`config.mk`:
```
export PLATFORM = sky130hd
export DESIGN_NAME = scan_act_mon
export DESIGN_NICKNAME = d
export VERILOG_FILES = /design/src/rtl/scm_pkg.sv /design/src/rtl/scm_pair_detect.sv /design/src/rtl/scm_popcount.sv /design/src/rtl/scm_sat_counter.sv /design/src/rtl/scan_act_mon.sv
export SDC_FILE = /design/constraint.sdc
export NUM_CORES = 1
export LEC_CHECK = 0
export ABC_AREA = 1
export BUFFER_PORTS_ARGS = -buffer_cell sky130_fd_sc_hd__buf_4
export CORE_MARGIN = 1.5
export CORE_UTILIZATION = 29
export CTS_CLUSTER_DIAMETER = 30
export DETAILED_ROUTE_END_ITERATION = 16
export SETUP_SLACK_MARGIN = 0.02
export SYNTH_ARGS = -nofsm -noshare
export SYNTH_HDL_FRONTEND = slang
export SYNTH_SLANG_ARGS = --single-unit
```
`constraint.sdc`:
```
create_clock -name clk -period 3.9 [get_ports clk]
set_clock_uncertainty 0.1 [all_clocks]
set_input_delay 0.78 -clock clk [delete_from_list [all_inputs] [get_ports clk]]
set_output_delay 0.78 -clock clk [all_outputs]
set_load 0.1 [all_outputs]
```
`src/rtl/scm_pkg.sv`:
```
package scm_pkg;
  typedef enum logic [1:0] {
    OP_HOLD  = 2'd0,
    OP_CLEAR = 2'd1,
    OP_STEP  = 2'd2
  } scm_op_e;

  function automatic int cnt_width(input int total_bits);
    return $clog2(total_bits + 1);
  endfunction
endpackage

```
`src/rtl/scm_pair_detect.sv`:
```
module scm_pair_detect #(
  parameter int NCH       = 4,
  parameter bit FULL_PEAK = 1'b0
) (
  input  logic [NCH-1:0] scan_in,
  input  logic [NCH-1:0] head_q,
  input  logic [NCH-1:0] tail_prev,
  input  logic [NCH-1:0] tail_last,
  output logic [NCH-1:0] arrive,
  output logic [NCH-1:0] depart
);
  for (genvar i = 0; i < NCH; i++) begin : g_chain
    assign arrive[i] = ~(scan_in[i] ^ head_q[i]);
    if (FULL_PEAK) begin : g_up_only
      logic unused_tail;
      assign unused_tail = tail_prev[i] ^ tail_last[i];
      assign depart[i]   = 1'b0;
    end else begin : g_updown
      assign depart[i] = ~(tail_prev[i] ^ tail_last[i]);
    end
  end
endmodule

```
`src/rtl/scm_popcount.sv`:
```
module scm_popcount #(
  parameter int NCH = 4,
  localparam int PW = $clog2(NCH + 1)
) (
  input  logic [NCH-1:0] bits,
  output logic [PW-1:0]  ones
);
  always_comb begin
    ones = '0;
    for (int i = 0; i < NCH; i++) begin
      ones = ones + PW'(bits[i]);
    end
  end
endmodule

```
`src/rtl/scm_sat_counter.sv`:
```
module scm_sat_counter
  import scm_pkg::*;
#(
  parameter int CW = 6,
  parameter int PW = 3
) (
  input  logic          clk,
  input  logic          rst_n,
  input  scm_op_e       op,
  input  logic [PW-1:0] ups,
  input  logic [PW-1:0] downs,
  output logic [CW-1:0] count
);
  localparam int MAXV = (1 << CW) - 1;

  logic [CW-1:0] next_cnt;

  always_comb begin
    int sum_v;
    sum_v    = int'(count) + int'(ups) - int'(downs);
    next_cnt = count;
    unique case (op)
      OP_CLEAR: next_cnt = '0;
      OP_STEP: begin
        if (sum_v < 0)         next_cnt = '0;
        else if (sum_v > MAXV) next_cnt = CW'(MAXV);
        else                   next_cnt = CW'(sum_v);
      end
      default: next_cnt = count;
    endcase
  end

  always_ff @(posedge clk or negedge rst_n) begin
    if (!rst_n) count <= '0;
    else        count <= next_cnt;
  end
endmodule

```
`src/rtl/scan_act_mon.sv`:
```
module scan_act_mon
  import scm_pkg::*;
#(
  parameter int NCH       = 4,
  parameter int CHAIN_LEN = 8,
  parameter bit FULL_PEAK = 1'b0
) (
  input  logic                                 clk,
  input  logic                                 rst_n,
  input  logic                                 vec_start,
  input  logic                                 shift_en,
  input  logic [NCH-1:0]                       scan_in,
  input  logic [NCH-1:0]                       head_q,
  input  logic [NCH-1:0]                       tail_prev,
  input  logic [NCH-1:0]                       tail_last,
  output logic [$clog2(NCH*CHAIN_LEN+1)-1:0]   nt_count
);
  localparam int CW = cnt_width(NCH * CHAIN_LEN);
  localparam int PW = $clog2(NCH + 1);

  logic [NCH-1:0] arrive, depart;
  logic [PW-1:0]  n_up, n_down;
  scm_op_e        op;

  scm_pair_detect #(.NCH(NCH), .FULL_PEAK(FULL_PEAK)) u_det (
    .scan_in(scan_in), .head_q(head_q),
    .tail_prev(tail_prev), .tail_last(tail_last),
    .arrive(arrive), .depart(depart)
  );

  scm_popcount #(.NCH(NCH)) u_pc_up   (.bits(arrive), .ones(n_up));
  scm_popcount #(.NCH(NCH)) u_pc_down (.bits(depart), .ones(n_down));

  always_comb begin
    if (vec_start)     op = OP_CLEAR;
    else if (shift_en) op = OP_STEP;
    else               op = OP_HOLD;
  end

  scm_sat_counter #(.CW(CW), .PW(PW)) u_cnt (
    .clk(clk), .rst_n(rst_n), .op(op),
    .ups(n_up), .downs(n_down), .count(nt_count)
  );
endmodule

```
==> impl_metrics.ini, run 1 <==
[min_path]
hold_class = in2async

[drt]
wire_per_inst_um = 10.5
drcViolationCount = 0
num_vias = 887
ant_nets = 0
via_per_inst = 4.35
dr.pass1.iters = 4
finalWirelength_um = 2150
drt_iter0_markers = 22

[cells_and_area]
largest_reg_flops = 6
nets = 197
stdcell_count = 204
final_util_pct = 44.8
drive_gt1_share_pct = 47.5
antenna_cells = 0
final_cell_area_mm2 = 0.00137
largestRegisters = u_cnt.count x6
areaGrowthSynthToFinish_pct = 46.8
max_flop_register = u_cnt.count

[sta]
slew_viol_final = 0
setup_ws_ps = 85.5
worst_slew_pin_slew_ps = 415
max_slew_margin_pct = 72.3
final.min_clock_period_ps = 3810
rsz0062_at_grt = yes
final_hold_viol_count = 0
finalSetupViolations = 0
fin_tns_setup_ps = 0
max_freq_mhz = 262
holdWs_ps = 229
period_share_pct = 97.8

[worst_setup_path]
crit_type = in2reg
reg2reg_from = u_cnt.count[0]
cp.required_ps = 3930
cp.arrival_ps = 3850
cp_common_cell = fa_2
cp-start-kind = primary input
cp_slowest_cell = fa_2
crit_start = scan_in[0]
worstPathCellList = buf_6 > xnor2_2 > ha_1 > fa_2 > ha_4 > fa_2 > inv_2 > fa_2 > inv_2 > a21oi_4 > nand2_4 > nor3_2 > ha_1 > nand2_2 > nor2_4 > nand3_2 > nand2_2 > nand2_1
slowest_delay_ps = 550
end_kind = flop
worst-path-max-fanout = 6

[clock_tree]
cts_sinks = 6
cts.path.max_buffers = 2
clk_pin_slew_worst_paths_ps = 50
cts_hold_buf = 0
clk_latency_ps = 250
cts_tree = done
root_buffer = clkbuf_4
cts_made_buffers = 3
cts.htree.levels = 1

[yosys]
ys_ff_latch = 6
synth_top_cell_by_area = dfrtp_1
avgSynthCellArea_um2 = 7.52
synth_area_leaders = dfrtp_1 16%, nand2_1 15%, ha_1 15%
synth_nets = 159
ys_types = 17
yosysSeqAreaShare_pct = 16.1
netlist.area_leader.share_pct = 16.1
synthCells = 124
syn-cell-area_um2 = 932
yosysWarnings = 0

[floorplanning]
die_x_um = 59.7
start_util_pct = 30.5
coreArea_mm2 = 0.00305
die_h_um = 59.7
io-pin-count = 26
die_area_mm2 = 0.00356
row_count = 20

[power_and_ir_drop]
vdd_drop_max_uv = 327
intPower_uw = 551
sequentialPowerShare_pct = 9.3
p_leak_nw = 0.722
total_power_mw = 1.26
p_sw_share_pct = 56.2
power_frac_comb_pct = 86.1
p_clk_share_pct = 4.6
power_density_mw_per_mm2 = 921
switching_power_uw = 709

[place]
gp_congestion = 0.840
buffer_ports.inserted = 25
hpwl_um = 1850
place_inst = 199
dpl_cell_area_mm2 = 0.00125
place_worst_setup_slack_ps = -219

[global_routing]
grt_pass1_wl_um = 3760
grt_max_degree = 9
grt_usage_pct = 13.8
grt_overflow_total = 0
antenna_found_initial = 0
grt_pass1_vias = 934

[outcome]
outcome = finished, final reports clean

[run]
max-cap-violations = 0
Yosys cell counts:
master and instances:
a21oi_1 1, dfrtp_1 6, fa_1 4, ha_1 11, inv_1 16, inv_2 4, nand2_1 37, nand2_2 3
nand2_4 2, nand3_1 10, nand3_2 8, nor2_1 6, nor2_4 3, nor3_1 1, nor3_4 1, xnor2_1 6
xor2_1 5
critical path, delay by kind of cell:
family / cells / cell delay (ps)
adder cells (fa/ha/maj): 6 / 2100
AND/OR/NAND/NOR: 7 / 570
buffers and inverters: 3 / 220
XOR/XNOR: 1 / 110
AO/OA/AOI/OAI: 1 / 50
cells by family (layout without fill, tap and decap cells):
| group | Yosys count | in the layout | synth area share [%] |
|---|---|---|---|
| adder cells (fa/ha/maj) | 15 | 15 | 23.4 |
| flip-flops | 6 | 6 | 16.1 |
| AND/OR/NAND/NOR | 71 | 71 | 41.6 |
| XOR/XNOR | 11 | 11 | 10.3 |
| buffers and inverters | 20 | 56 | 8.05 |
| AO/OA/AOI/OAI | 1 | 1 | 0.536 |
repair_timing:
| action | CTS | global route |
|---|---|---|
| buffers inserted | 0 | 2 |
| hold endpoints to repair | 0 | 0 |
| resized for setup | 0 | 20 |
| endpoints found under the setup margin | 0 | 6 |
path summary, 6_finish.rpt:
check	endpoint	slack, ps	cells past startpoint
setup / recovery	u_cnt.count[1]	90	18
hold / removal	u_cnt.count[0]	230	1
setup reg to reg	u_cnt.count[1]	1140	14
hold reg to reg	u_cnt.count[2]	430	2
max in group asynchronous	u_cnt.count[3]	3350	1
min in group clk	u_cnt.count[2]	430	2
cells in the final DEF (no fill, tap or decap), drive strengths merged:
cell type,Yosys,final
nand3,18,18
buf,0,33
inv,20,20
ha,11,11
nand2,42,42
nor2,9,9
nor3,2,2
xor2,5,5
xnor2,6,6
dfrtp,6,6
a21oi,1,1
clkbuf,0,3
fa,4,4
per-layer routing:
metal / vias to the layer above / routed length (um) / track usage (%)
li1: 458 / - / -
met1: 411 / 959 / 16.0
met2: 18 / 1090 / 23.9
met3: 0 / 99 / 5.41
met4: 0 / 0 / 3.17
met5: - / 0 / 0
power groups by stage:
stage | clock network [mW] | registers [mW] | logic (mW)
global route | 0.0650 | 0.121 | 1.20
finish | 0.0583 | 0.117 | 1.08
global placement | 0 | 0.117 | 0.924
CTS | 0.0597 | 0.117 | 0.950
floorplan | 0 | 0.257 | 0.553
detailed placement | 0 | 0.118 | 0.943
final cells by class:
class                           count  area (um^2)
Tap cell                           44         55.1
Inverter                           20         75.1
Clock buffer                        3         22.5
Timing Repair Buffer               33          263
Multi-Input combinational cell     98          803
Sequential cell                     6          150
Fill cell                         321         1680
Note: power is estimated with default switching activity, not from simulation.
==> inputs of run 2 (changes only) <==
- clock period: 3.9 -> 3.4 ns (I/O delays scaled with it)
==> run 2 against run 1 <==
Compared with the run above:
- via count increased by 3.7%
- highest routed layer is now met4
- critical endpoint is now u_cnt.count[5]
- critical path depth unchanged
- the flow now finishes with violations (negative setup slack)
- worst setup slack got worse by 330 ps
- clock-buffer cell count unchanged
- largest cell class unchanged
- register-to-register slack got worse by 440 ps
- flip-flop and latch count unchanged
- worst hold slack got worse by 99 ps
- first-iteration DRC count decreased by 23%
- combinational power increased by 18%
- clock power increased by 15%
- sequential power increased by 17%
- global-route usage increased by 1.3 points
==> impl_metrics.ini, run 2 (synthesis results as in run 1) <==
[outcome]
outcome = finished with violations
violations = negative setup slack

[cells_and_area]
largest_reg_flops = 6
areaGrowthSynthToFinish_pct = 55.7
drive_gt1_share_pct = 47.6
largestRegisters = u_cnt.count x6
max_flop_register = u_cnt.count
final_common_cell = buf_4
layout_common_cells = 37 x buf_4, 36 x nand2_1, 14 x inv_1
final_util_pct = 47.5
stdcell_count = 212
nets = 205
fill_cells = 312
antenna_cells = 0

[clock_tree]
cts_tree = done
cts_sinks = 6
cts.htree.levels = 1
cts.path.max_buffers = 2
root_buffer = clkbuf_4
cts_made_buffers = 3
clk_latency_ps = 250
clk_pin_slew_worst_paths_ps = 50
cts_hold_buf = 0

[worst_setup_path]
worst-path-max-fanout = 6
crit_start = head_q[1]
cp_common_cell = fa_2
slowest_delay_ps = 540
r2r_cells = 14
cp.arrival_ps = 3690
critPathTopFamily = adder cells
worstPathCellList = buf_8 > xnor2_4 > ha_4 > fa_2 > ha_4 > fa_2 > inv_2 > fa_2 > inv_2 > a21oi_4 > nand2_4 > nor3_2 > ha_1 > nand2_2 > nor2_4 > nand3_1 > nand2_1 > nand2_1
cp.required_ps = 3440
crit_buf_inv = 3
crit_type = in2reg
crit_end = u_cnt.count[5]
path_depth = 18
cp-start-kind = primary input
reg2reg_from = u_cnt.count[0]
cp_slowest_cell = fa_2
end_kind = flop
r2r_slack_ps = 700
worstReg2RegEnd = u_cnt.count[5]

[floorplanning]
start_util_pct = 30.5
row_count = 20
die_h_um = 59.7
die_x_um = 59.7
io-pin-count = 26
coreArea_mm2 = 0.00305
die_area_mm2 = 0.00356

[drt]
num_vias = 920
wire_per_inst_um = 11.1
via_per_inst = 4.34
dr.pass1.iters = 4
finalWirelength_um = 2360
ant_nets = 0
drt_iter0_markers = 17
drcViolationCount = 0

[sta]
fin_tns_setup_ps = -1440
final_hold_viol_count = 0
setup_ws_ps = -249
final.min_clock_period_ps = 3650
slew_viol_final = 0
rsz0062_at_grt = yes
max_slew_margin_pct = 73.2
finalSetupViolations = 6
max_freq_mhz = 274
period_share_pct = 107
worst_slew_pin_slew_ps = 400

[min_path]
hold_class = in2async

[power_and_ir_drop]
power_frac_comb_pct = 86.1
vdd_drop_max_uv = 438
p_clk_share_pct = 4.6
p_leak_nw = 0.761
intPower_uw = 660
switching_power_uw = 809
p_sw_share_pct = 55.1
power_density_mw_per_mm2 = 1010
sequentialPowerShare_pct = 9.3

[place]
place_inst = 205
gp_congestion = 0.844
buffer_ports.inserted = 25
hpwl_um = 1960

[global_routing]
grt_max_degree = 9
grt_pass1_wl_um = 3930
grt_pass1_vias = 960
grt_overflow_total = 0
grt_usage_pct = 15.1
antenna_found_initial = 0

[run]
max-cap-violations = 0
-- run 2: changes by cell type in the layout (fill, tap and decap cells not counted), sizes merged --
cell / delta
buf: +8
-- run 2: metal layers --
| layer | vias up | wire length, um | share of wire [%] | global-route usage (%) |
|---|---|---|---|---|
| li1 | 476 | - | - | - |
| met1 | 424 | 1020 | 43 | 17.1 |
| met2 | 18 | 1230 | 52 | 27.3 |
| met3 | 2 | 100 | 4.2 | 4.55 |
| met4 | 0 | 8 | 0.34 | 3.81 |
| met5 | - | 0 | 0 | 0 |
-- run 2: worst reg2reg max path, stage by stage, from the launching register on --
cell	delay, ps
dfrtp_1	430
ha_4	190
fa_2	540
inv_2	40
fa_2	340
inv_2	80
a21oi_4	60
nand2_4	70
nor3_2	40
ha_1	280
nand2_2	70
nor2_4	150
nand3_1	100
nand2_1	80
nand2_1	40
-- run 2: final cells by class --
cell class / count / area (um^2) / area share, %
multi-input combinational: 98 / 818 / 56.4
timing repair buffer: 41 / 330 / 22.8
sequential: 6 / 150 / 10.3
inverter: 20 / 75.1 / 5.17
tap: 44 / 55.1 / 3.79
clock buffer: 3 / 22.5 / 1.55
-- run 2: how the worst min path moves through the flow --
stage / depth (start not counted) / slack [ps] / to / from
after floorplan: 0 / 280 / u_cnt.count[0] / rst_n
after global placement: 1 / 390 / u_cnt.count[1] / rst_n
after detailed placement: 1 / 390 / u_cnt.count[2] / rst_n
after CTS: 1 / 120 / u_cnt.count[1] / rst_n
after global routing: 1 / 130 / u_cnt.count[1] / rst_n
final: 1 / 130 / u_cnt.count[5] / rst_n
-- run 2: repair_timing --
item	4_1_cts	5_1_grt
endpoints found under the setup margin	6	6
pin swaps	4	4
gates resized for setup	9	7
buffers inserted	3	1
-- run 2: power by group through the flow --
stage,clock network (mW),logic (mW),registers [mW]
CTS,0.0697,1.21,0.138
global route,0.0716,1.38,0.142
finish,0.0670,1.27,0.137
floorplan,0,0.659,0.295
detailed placement,0,1.13,0.137
global placement,0,1.11,0.136
-- run 2: metrics by stage --
step                hold WS (ps)  instance area, um^2  power (mW)  setup slack [ps]
global route                 128                 1450        1.60              -376
global placement             388                 1310        1.25              -456
floorplan                    284                  973       0.954              -267
finish                       130                 1450        1.47              -249
detailed placement           393                 1310        1.27              -525
CTS                          124                 1390        1.41              -245
